$ cat src/rtl/scr_pkg.sv
package scr_pkg;
  localparam int REG_W = 8;
  localparam int BIT_PHASE_A = 0;
  localparam int BIT_EN_A = 1;
  localparam int BIT_PHASE_B = 2;
  localparam int BIT_EN_B = 3;
  localparam int TRQ_LSB = 4;
  localparam int TRQ_W = REG_W - TRQ_LSB;

  // Bits left untouched by the gate: the two phases
  localparam logic [REG_W-1:0] GATE_KEEP =
    (REG_W'(1) << BIT_PHASE_A) | (REG_W'(1) << BIT_PHASE_B);

  typedef struct packed {
    logic shiftIn;   // aligned serial data bit
    logic shiftEn;   // rising serial clock seen
    logic latchEn;   // rising latch seen
    logic doutEn;    // falling serial clock seen
  } scrStrobe_t;
endpackage

$ cat src/rtl/scr_ctrl.sv
module scr_ctrl #(
  parameter int SYNC_STAGES = 2
) (
  input  logic clk,
  input  logic rstN,
  input  logic serData,
  input  logic serClk,
  input  logic serLatch,
  output scr_pkg::scrStrobe_t strobe,
  output logic clkOut,
  output logic latchOut
);
  localparam int LAST = SYNC_STAGES - 1;

  // lane 0: data, lane 1: clock, lane 2: latch
  logic [2:0] syncStage [SYNC_STAGES];
  logic clkPrev, latPrev;

  genvar g;
  generate
    for (g = 0; g < SYNC_STAGES; g++) begin : gSync
      if (g == 0) begin : gFirst
        always_ff @(posedge clk or negedge rstN) begin
          if (!rstN) syncStage[g] <= '0;
          else       syncStage[g] <= {serLatch, serClk, serData};
        end
      end else begin : gNext
        always_ff @(posedge clk or negedge rstN) begin
          if (!rstN) syncStage[g] <= '0;
          else       syncStage[g] <= syncStage[g-1];
        end
      end
    end
  endgenerate

  always_ff @(posedge clk or negedge rstN) begin
    if (!rstN) begin
      clkPrev <= 1'b0;
      latPrev <= 1'b0;
    end else begin
      clkPrev <= syncStage[LAST][1];
      latPrev <= syncStage[LAST][2];
    end
  end

  always_comb begin
    strobe.shiftIn = syncStage[LAST][0];
    strobe.shiftEn = syncStage[LAST][1] & ~clkPrev;
    strobe.doutEn  = ~syncStage[LAST][1] & clkPrev;
    strobe.latchEn = syncStage[LAST][2] & ~latPrev;
  end

  assign clkOut   = clkPrev;
  assign latchOut = latPrev;
endmodule

$ cat src/rtl/scr_datapath.sv
module scr_datapath
  import scr_pkg::*;
(
  input  logic clk,
  input  logic clrN,
  input  logic gateIn,
  input  scrStrobe_t strobe,
  output logic [REG_W-1:0] ctrlOut,
  output logic dataOut
);
  logic [REG_W-1:0] shiftReg;
  logic [REG_W-1:0] storeReg;

  always_ff @(posedge clk or negedge clrN) begin
    if (!clrN)               shiftReg <= '0;
    else if (strobe.shiftEn) shiftReg <= {shiftReg[REG_W-2:0], strobe.shiftIn};
  end

  always_ff @(posedge clk or negedge clrN) begin
    if (!clrN)               storeReg <= '0;
    else if (strobe.latchEn) storeReg <= shiftReg;
  end

  always_ff @(posedge clk or negedge clrN) begin
    if (!clrN)              dataOut <= 1'b0;
    else if (strobe.doutEn) dataOut <= shiftReg[REG_W-1];
  end

  assign ctrlOut = gateIn ? (storeReg & GATE_KEEP) : storeReg;

  // shift contents move only on a rising serial clock strobe
  a_r2_shift_hold: assert property (@(posedge clk) disable iff (!clrN)
    !strobe.shiftEn |=> $stable(shiftReg));

  // storage takes the pre-edge shift contents on a latch strobe
  a_r4_latch_copy: assert property (@(posedge clk) disable iff (!clrN)
    strobe.latchEn |=> storeReg == $past(shiftReg));

  // storage holds without a latch strobe
  a_r4_store_hold: assert property (@(posedge clk) disable iff (!clrN)
    !strobe.latchEn |=> $stable(storeReg));

  // data output moves only on a falling serial clock strobe
  a_r3_dout_hold: assert property (@(posedge clk) disable iff (!clrN)
    !strobe.doutEn |=> $stable(dataOut));

  // on a falling strobe the data output takes the last stage
  a_r3_dout_load: assert property (@(posedge clk) disable iff (!clrN)
    strobe.doutEn |=> dataOut == $past(shiftReg[REG_W-1]));

  // gate high leaves only the phase bits visible
  a_r6_gate_mask: assert property (@(posedge clk) disable iff (!clrN)
    gateIn |-> (ctrlOut & ~GATE_KEEP) == '0);
endmodule

$ cat src/rtl/serial_ctl_reg.sv
module serial_ctl_reg #(
  parameter int SYNC_STAGES = 2
) (
  input  logic clk,
  input  logic rstN,
  input  logic clrN,
  input  logic serData,
  input  logic serClk,
  input  logic serLatch,
  input  logic gateIn,
  output logic [7:0] ctrlOut,
  output logic dataOut,
  output logic clkOut,
  output logic latchOut
);
  scr_pkg::scrStrobe_t strobe;

  scr_ctrl #(.SYNC_STAGES(SYNC_STAGES)) ctrl_i (
    .clk(clk), .rstN(rstN), .serData(serData), .serClk(serClk),
    .serLatch(serLatch), .strobe(strobe), .clkOut(clkOut), .latchOut(latchOut)
  );

  scr_datapath dp_i (
    .clk(clk), .clrN(clrN), .gateIn(gateIn), .strobe(strobe),
    .ctrlOut(ctrlOut), .dataOut(dataOut)
  );
endmodule

$ cat config.mk
export PLATFORM = sky130hd
export DESIGN_NAME = serial_ctl_reg
export DESIGN_NICKNAME = d
export VERILOG_FILES = /design/src/rtl/scr_pkg.sv /design/src/rtl/scr_ctrl.sv /design/src/rtl/scr_datapath.sv /design/src/rtl/serial_ctl_reg.sv
export SDC_FILE = /design/constraint.sdc
export NUM_CORES = 1
export LEC_CHECK = 0
export ABC_AREA = 1
export CAP_MARGIN = 10
export CORE_MARGIN = 1
export CORE_UTILIZATION = 53
export DETAILED_ROUTE_END_ITERATION = 7
export HOLD_SLACK_MARGIN = 0.05
export PLACE_DENSITY = 0.82
export REMOVE_ABC_BUFFERS = 1
export SYNTH_ARGS = -nofsm -noshare
export SYNTH_HDL_FRONTEND = slang
export SYNTH_SLANG_ARGS = --single-unit
$ cat constraint.sdc
create_clock -name clk -period 2.2 [get_ports clk]
set_input_delay 0.44 -clock clk [delete_from_list [all_inputs] [get_ports clk]]
set_output_delay 0.44 -clock clk [all_outputs]
set_load 0.05 [all_outputs]
## Word level (Yosys, flattened, before mapping)

Cells that the tools add are included.
Widths: inputs -> output; s select.

- Logic and storage cells: 14
- Register bits after elaboration: 25

- Bitwise gates (word level): 6
- Muxes and demuxes: 1

Operator list:

| cell | number |
|---|---|
| $mux 8 | 1 |
| $and 1x1->1 | 3 |
| $not 1->1 | 3 |

## Longest topological paths before layout

Gate-level depths: netlist of the first run.

- Depth after elaboration: 2
- Mapped depth: 5
- Depth with buffers taken out: 4

## Modules after synthesis

A second synthesis of the first run with hierarchy kept.

- Cell total of the unflattened synthesis: 102
- Area total of the unflattened synthesis: 940.9 µm²

Modules (own cells, without submodules):

| module | area each (µm²) | cells each | instances | seq. area each (µm²) |
|---|---|---|---|---|
| scr_datapath | 710.7 | 87 | 1 | 425.4 |
| scr_ctrl | 230.2 | 15 | 1 | 200.2 |

## Worst setup path after synthesis of the first run

OpenSTA, ideal clock, no wires.

- Kind: input to output
- From: input gateIn
- To: output ctrlOut[1]
- Cell stages on the path: 1
- Slack: 0.666 ns
- Data arrival time: 1.094 ns
- Path through: nor2_1

- Longest elaborated chain between the ends: 1

RTL lines:

| what | line | text |
|---|---|---|
| start: declaration | serial_ctl_reg.sv:10 | `input logic gateIn,` |
| $mux 8 | scr_datapath.sv:29 | `assign ctrlOut = gateIn ? (storeReg & GATE_KEEP) : storeReg;` |
| end: declaration | serial_ctl_reg.sv:11 | `output logic [7:0] ctrlOut,` |

Every way passes these cells.

## Worst setup path after layout of the first run

- From: register ctrl_i.clkPrev, in the netlist ctrl_i.clkOut
- To: output clkOut

RTL lines:

| what | line | text |
|---|---|---|
| start: declaration | scr_ctrl.sv:17 | `logic clkPrev, latPrev;` |
| start signal: assignment | scr_ctrl.sv:41 | `clkPrev <= syncStage[LAST][1];` |
| end: declaration | serial_ctl_reg.sv:13 | `output logic clkOut,` |

No word-level cell between the ends.

==> results_dict.tcl, run 1 <==
set metrics [dict create \
    synth_area_um2 958 \
    yosys_warnings 0 \
    clk-insertion-delay-late_ns 0.30 \
    hpwlAfterDp_um 1110 \
    critPathArrivalTime_ns 1.53 \
    h-tree-depth 1 \
    final_common_cell "nand2_1" \
    synth_top_family_by_area "simple AND/OR/NAND/NOR gates" \
    grt_use_total_pct 16.7 \
    post-cts-setup-buffer-count 0 \
    crit_family "buffers and inverters" \
    row_count 15 \
    syn_inst 98 \
    gp_congestion 0.772 \
    cts_resized 0 \
    yosysSeqAreaShare_pct 65.3 \
    start_kind "flip-flop" \
    wl_um 1430 \
    r2r_slack_ns 1.24 \
    synth_area_per_cell_um2 9.78 \
    clkTransAtPathRegs_ns 0.11 \
    total_power_mw 1.03 \
    synth-simple-area-share_pct 27.3 \
    viasPerCell 4.87 \
    fin_setup_tns_ns 0 \
    core_mm2 0.00171 \
    met3_usage_pct 2.45 \
    first_iter_violations 12 \
    p_leak_nw 0.619 \
    slew_headroom_pct 53.0 \
    fin_crit_sh_pct 89.7 \
    cts_hold_buf 0 \
    synthMuxAreaShare_pct 0 \
    die_area_mm2 0.00198 \
    use_met2_pct 27.6 \
    hp-class "flip-flop to flip-flop" \
    p_int_mw 0.703 \
    crit_slowest_cell "clkdlybuf4s50_1" \
    pwr_density_cell_mw_per_mm2 849 \
    clock_path_buffers 2 \
    netlist-cell-type-count 9 \
    status "completed" \
    p_sw_share_pct 31.5 \
    dieWidth_um 44.5 \
    nNetsFinal 123 \
    hold_viol_final 0 \
    layout-drive-gt1-share_pct 11.3 \
    combPwrFrac_pct 25.9 \
    diodes 0 \
    pwr-share-seq_pct 55.8 \
    clkPwrFrac_pct 18.3 \
    final_cell_mix "nand2_1 (35), dfrtp_1 (25), nand3_1 (17), clkdlybuf4s50_1 (11), inv_1 (7)" \
    setup_viol 0 \
    cts_tree "done" \
    grt_pass1_vias 583 \
    synth_top_cells_by_area "dfrtp_1 (65%), nand2_1 (14%), nand3_1 (8.9%), inv_1 (2.7%), buf_6 (2.3%)" \
    required_ns 1.76 \
    rsz0062_at_grt "false" \
    slew_viol_final 0 \
    drtAntennaViolNets 0 \
    antenna_found_initial 0 \
    end_kind "output port" \
    busiest_layer "met2" \
    grtUsageMet1_pct 21.1 \
    root_buffer "clkbuf_4" \
    synthXorXnorAreaFrac_pct 0 \
    io_buffers 17 \
    worst_pin_slew_ns 0.703 \
    wl_per_cell_um 10.2 \
    grt_pass1_wl_um 2370 \
    seq_area_um2 626 \
    netSwitchingPower_mw 0.323 \
    utilization_pct 70.8 \
    synth_top_area_share_pct 65.3 \
    cts_sinks 25 \
    clock_skew_ns 0.00412 \
    multi_input_area_um2 262 \
    die_y_um 44.5 \
    cap_violations 0 \
    drc 0 \
    cp_num_buf_inv 1 \
    synth_compound_area_share_pct 0 \
    num_vias 682 \
    synthAdderAreaFrac_pct 0 \
    areaGrowthSynthToFinish_pct 26.1 \
    tritoncts.num_buffers 3 \
    dr.pass1.iters 4 \
    grt.overflow.total 0 \
    nFillCells 119 \
    peakVddDrop_uv 583 \
    min_period_ns 1.97 \
    crit_fanout 4 \
    synth_seq_cells 25 \
    crit_type "flip-flop to output port" \
    synth_area_leader_cell "dfrtp_1" \
    cp_cell_sequence "clkdlybuf4s50_1" \
    slowest_delay_ns 0.82 \
    start_util_pct 56.1 \
    fmax_ghz 0.507 \
    grt_max_degree 18 \
    boundaryPins 18 \
]
==> logic make-up (layout without fill, tap and decap cells) <==
kind of cell,after synthesis,count (layout)
AND/OR/NAND/NOR,60,60
flip-flops,25,25
buffers and inverters,13,30
==> power by group through the flow <==
| stage | Combinational, mW | Clock [mW] | Sequential [mW] |
|---|---|---|---|
| after global routing | 0.288 | 0.211 | 0.583 |
| after global placement | 0.261 | 0 | 0.579 |
| after CTS | 0.269 | 0.194 | 0.574 |
| after detailed placement | 0.268 | 0 | 0.582 |
| final | 0.266 | 0.187 | 0.573 |
| after floorplan | 0.113 | 0 | 0.615 |
==> final timing paths <==
kind                       depth (start not counted)             endpoint                start
max                                                1               clkOut        ctrl_i.clkOut
min                                                0  ctrl_i.syncStage[1]  ctrl_i.syncStage[4]
max reg2reg                                        3     dp_i.storeReg[4]  ctrl_i.syncStage[2]
min reg2reg                                        0  ctrl_i.syncStage[1]  ctrl_i.syncStage[4]
max in group asynchronous                          1     dp_i.storeReg[7]                 clrN
min in group asynchronous                          1  ctrl_i.syncStage[5]                 rstN
==> state kept, by name, summed over array words and instances (netlist names) <==
| signal | cells |
|---|---|
| ctrl_i.strobe | 1 |
| dp_i.dataOut | 1 |
| dp_i.shiftReg | 8 |
| ctrl_i.clkOut | 1 |
| ctrl_i.latchOut | 1 |
| ctrl_i.syncStage | 5 |
| dp_i.storeReg | 8 |
==> through the flow <==
step	instance area (um^2)	setup WS, ns	hold slack (ns)	instances
floorplan	921	0.666	0.144	94
global placement	1180	0.446	0.336	136
detailed placement	1180	0.417	0.340	136
CTS	1210	0.213	0.369	140
global route	1210	0.162	0.381	140
finish	1210	0.228	0.365	140
==> worst reg2reg max path, cell delays in order (launching register included) <==
cell and delay, ns:
dfrtp_1 0.58, nand2_4 0.13, nand2_1 0.10, nand2_1 0.06
==> Yosys cell counts <==
cell type,number
nand3_1,17
inv_2,2
dfrtp_1,25
buf_4,2
nor2_1,6
inv_1,7
nand2_4,2
nand2_1,35
buf_6,2
==> metal layers <==
| metal | part of all wire [%] | up-vias |
|---|---|---|
| met5 | 0 | - |
| met1 | 44 | 317 |
| met3 | 3.3 | 6 |
| met4 | 2.8 | 0 |
| met2 | 50 | 21 |
| li1 | - | 338 |
==> layout make-up <==
class	instances	share of cell area (%)
Clock buffer	4	2.17
Tap cell	25	2.59
Timing Repair Buffer	17	19.0
Sequential cell	25	51.8
Multi-Input combinational cell	60	21.6
Inverter	9	2.80
Power figures use the tool's default switching activity.
==> inputs of run 2 (changes only) <==
Settings changed: GPL_ROUTABILITY_DRIVEN set to 0.
==> results of run 2 <==
Same layout as run 1: the final DEF is identical, and so are final timing and power.
==> inputs of run 3 (changes only) <==
Settings changed: CTS_BUF_LIST set to sky130_fd_sc_hd__clkbuf_8 sky130_fd_sc_hd__clkbuf_16.
==> run 3 against run 2 <==
Sequential share of layout area down 0.79 points. Die area unchanged. Clock-buffer cell count down 1. Combinational power about the same. Highest routed layer unchanged. Non-clock buffer count unchanged. Clock power up 33%. Largest cell class unchanged. Flip-flop and latch count unchanged.
==> results_dict.tcl, run 3 (synthesis gave the netlist of run 1 again) <==
set metrics [dict create \
    p_int_mw 0.757 \
    r2r-end "dp_i.storeReg[4]" \
    r2r_start "ctrl_i.syncStage[2]" \
    combPwrFrac_pct 24.4 \
    slew_viol_final 0 \
    core_mm2 0.00171 \
    cts_hold_buf 0 \
    fin_setup_tns_ns 0 \
    h-tree-depth 1 \
    viasPerCell 4.91 \
    nNetsFinal 123 \
    rsz0062_at_grt "false" \
    r2r.worst_path.cells 3 \
    num_vias 688 \
    tritoncts.num_buffers 3 \
    clkTransAtPathRegs_ns 0.08 \
    critPathArrivalTime_ns 1.48 \
    nFillCells 115 \
    status "completed" \
    grt.overflow.total 0 \
    wl_um 1480 \
    wl_per_cell_um 10.6 \
    grt_use_total_pct 17.3 \
    end_kind "output port" \
    peakVddDrop_uv 555 \
    hp-class "flip-flop to flip-flop" \
    clk-insertion-delay-late_ns 0.26 \
    cts_resized 0 \
    reg.largest.list "dp_i.shiftReg (8), dp_i.storeReg (8), ctrl_i.syncStage (5)" \
    start_kind "flip-flop" \
    p_sw_share_pct 30.5 \
    die_y_um 44.5 \
    grt_max_degree 18 \
    final_common_cell "nand2_1" \
    antenna_found_initial 0 \
    first_iter_violations 21 \
    drtAntennaViolNets 0 \
    required_ns 1.76 \
    critPathCapture "clkOut" \
    netSwitchingPower_mw 0.333 \
    crit_type "flip-flop to output port" \
    clock_skew_ns 0.00284 \
    cp_cell_sequence "clkdlybuf4s50_1" \
    worst_pin_slew_ns 0.713 \
    grt_pass1_wl_um 2420 \
    cts_tree "done" \
    post-cts-setup-buffer-count 0 \
    cp_num_cells 1 \
    hpwlAfterDp_um 1110 \
    hold_start "ctrl_i.syncStage[4]" \
    start_util_pct 56.1 \
    final_area_mm2 0.00123 \
    crit_family "buffers and inverters" \
    dr.pass1.iters 4 \
    cap_violations 0 \
    crit_fanout 4 \
    hold_viol_final 0 \
    min_period_ns 1.92 \
    final_cell_mix "nand2_1 (35), dfrtp_1 (25), nand3_1 (17), clkdlybuf4s50_1 (11), inv_1 (8)" \
    fin_crit_sh_pct 87.1 \
    grt_pass1_vias 594 \
    p_leak_nw 0.631 \
    pwr-share-seq_pct 52.7 \
    slew_headroom_pct 52.3 \
    row_count 15 \
    boundaryPins 18 \
    pwr_density_cell_mw_per_mm2 888 \
    cts_sinks 25 \
    clock_path_buffers 2 \
    placed_cell_area_mm2 0.00118 \
    root_buffer "clkbuf_8" \
    dieWidth_um 44.5 \
    slowest_delay_ns 0.82 \
    die_area_mm2 0.00198 \
    r2r_slack_ns 1.24 \
    diodes 0 \
    setup_viol 0 \
    fmax_ghz 0.522 \
    io_buffers 17 \
    cp_num_buf_inv 1 \
    areaGrowthSynthToFinish_pct 28.1 \
    layout-drive-gt1-share_pct 11.3 \
    crit_slowest_cell "clkdlybuf4s50_1" \
    cp-startpoint "ctrl_i.clkOut" \
    drc 0 \
    clkPwrFrac_pct 22.9 \
]
==> run 3: changes by cell type in the layout (fill, tap and decap cells not counted), sizes merged <==
cell,delta
clkbuf,-1
inv,+1
==> run 3: worst min path at each step <==
stage | endpoint | slack, ns | cells after the start
4_1_cts | ctrl_i.syncStage[1] | 0.36 | 0
5_1_grt | ctrl_i.syncStage[1] | 0.37 | 0
3_3_place_gp | ctrl_i.syncStage[2] | 0.34 | 0
6_report | ctrl_i.syncStage[1] | 0.36 | 0
2_1_floorplan | ctrl_i.clkOut | 0.14 | 0
3_5_place_dp | ctrl_i.strobe[3] | 0.34 | 0
==> run 3: cell type report <==
| type | count | area [um^2] | share of cell area [%] |
|---|---|---|---|
| Clock inverter | 1 | 3.75 | 0.306 |
| Timing Repair Buffer | 17 | 230 | 18.8 |
| Sequential cell | 25 | 626 | 51.0 |
| Multi-Input combinational cell | 60 | 262 | 21.3 |
| Inverter | 9 | 33.8 | 2.75 |
| Tap cell | 25 | 31.3 | 2.55 |
| Clock buffer | 3 | 41.3 | 3.36 |
==> run 3: metal layers <==
metal	global-route usage [%]	vias to the layer above	wire length, um
li1	-	335	-
met2	27.9	25	739
met4	10.9	0	27
met1	21.1	324	657
met5	0	-	0
met3	3.67	4	57
==> run 3: through the flow <==
stage	cells	total power, mW	utilization [%]	worst slack [ns]	hold slack [ns]
2_1_floorplan	94	0.728	-	0.666	0.144
3_3_place_gp	136	0.841	69.2	0.446	0.336
3_5_place_dp	136	0.851	69.2	0.417	0.340
4_1_cts	140	1.10	71.9	0.275	0.359
5_1_grt	140	1.14	71.9	0.231	0.373
6_report	140	1.09	71.9	0.284	0.356
==> run 3: power groups by stage <==
| stage | clock network (mW) | logic (mW) | registers [mW] |
|---|---|---|---|
| floorplan | 0 | 0.113 | 0.615 |
| finish | 0.249 | 0.266 | 0.574 |
| CTS | 0.254 | 0.269 | 0.574 |
| global placement | 0 | 0.261 | 0.579 |
| detailed placement | 0 | 0.268 | 0.582 |
| global route | 0.272 | 0.288 | 0.584 |
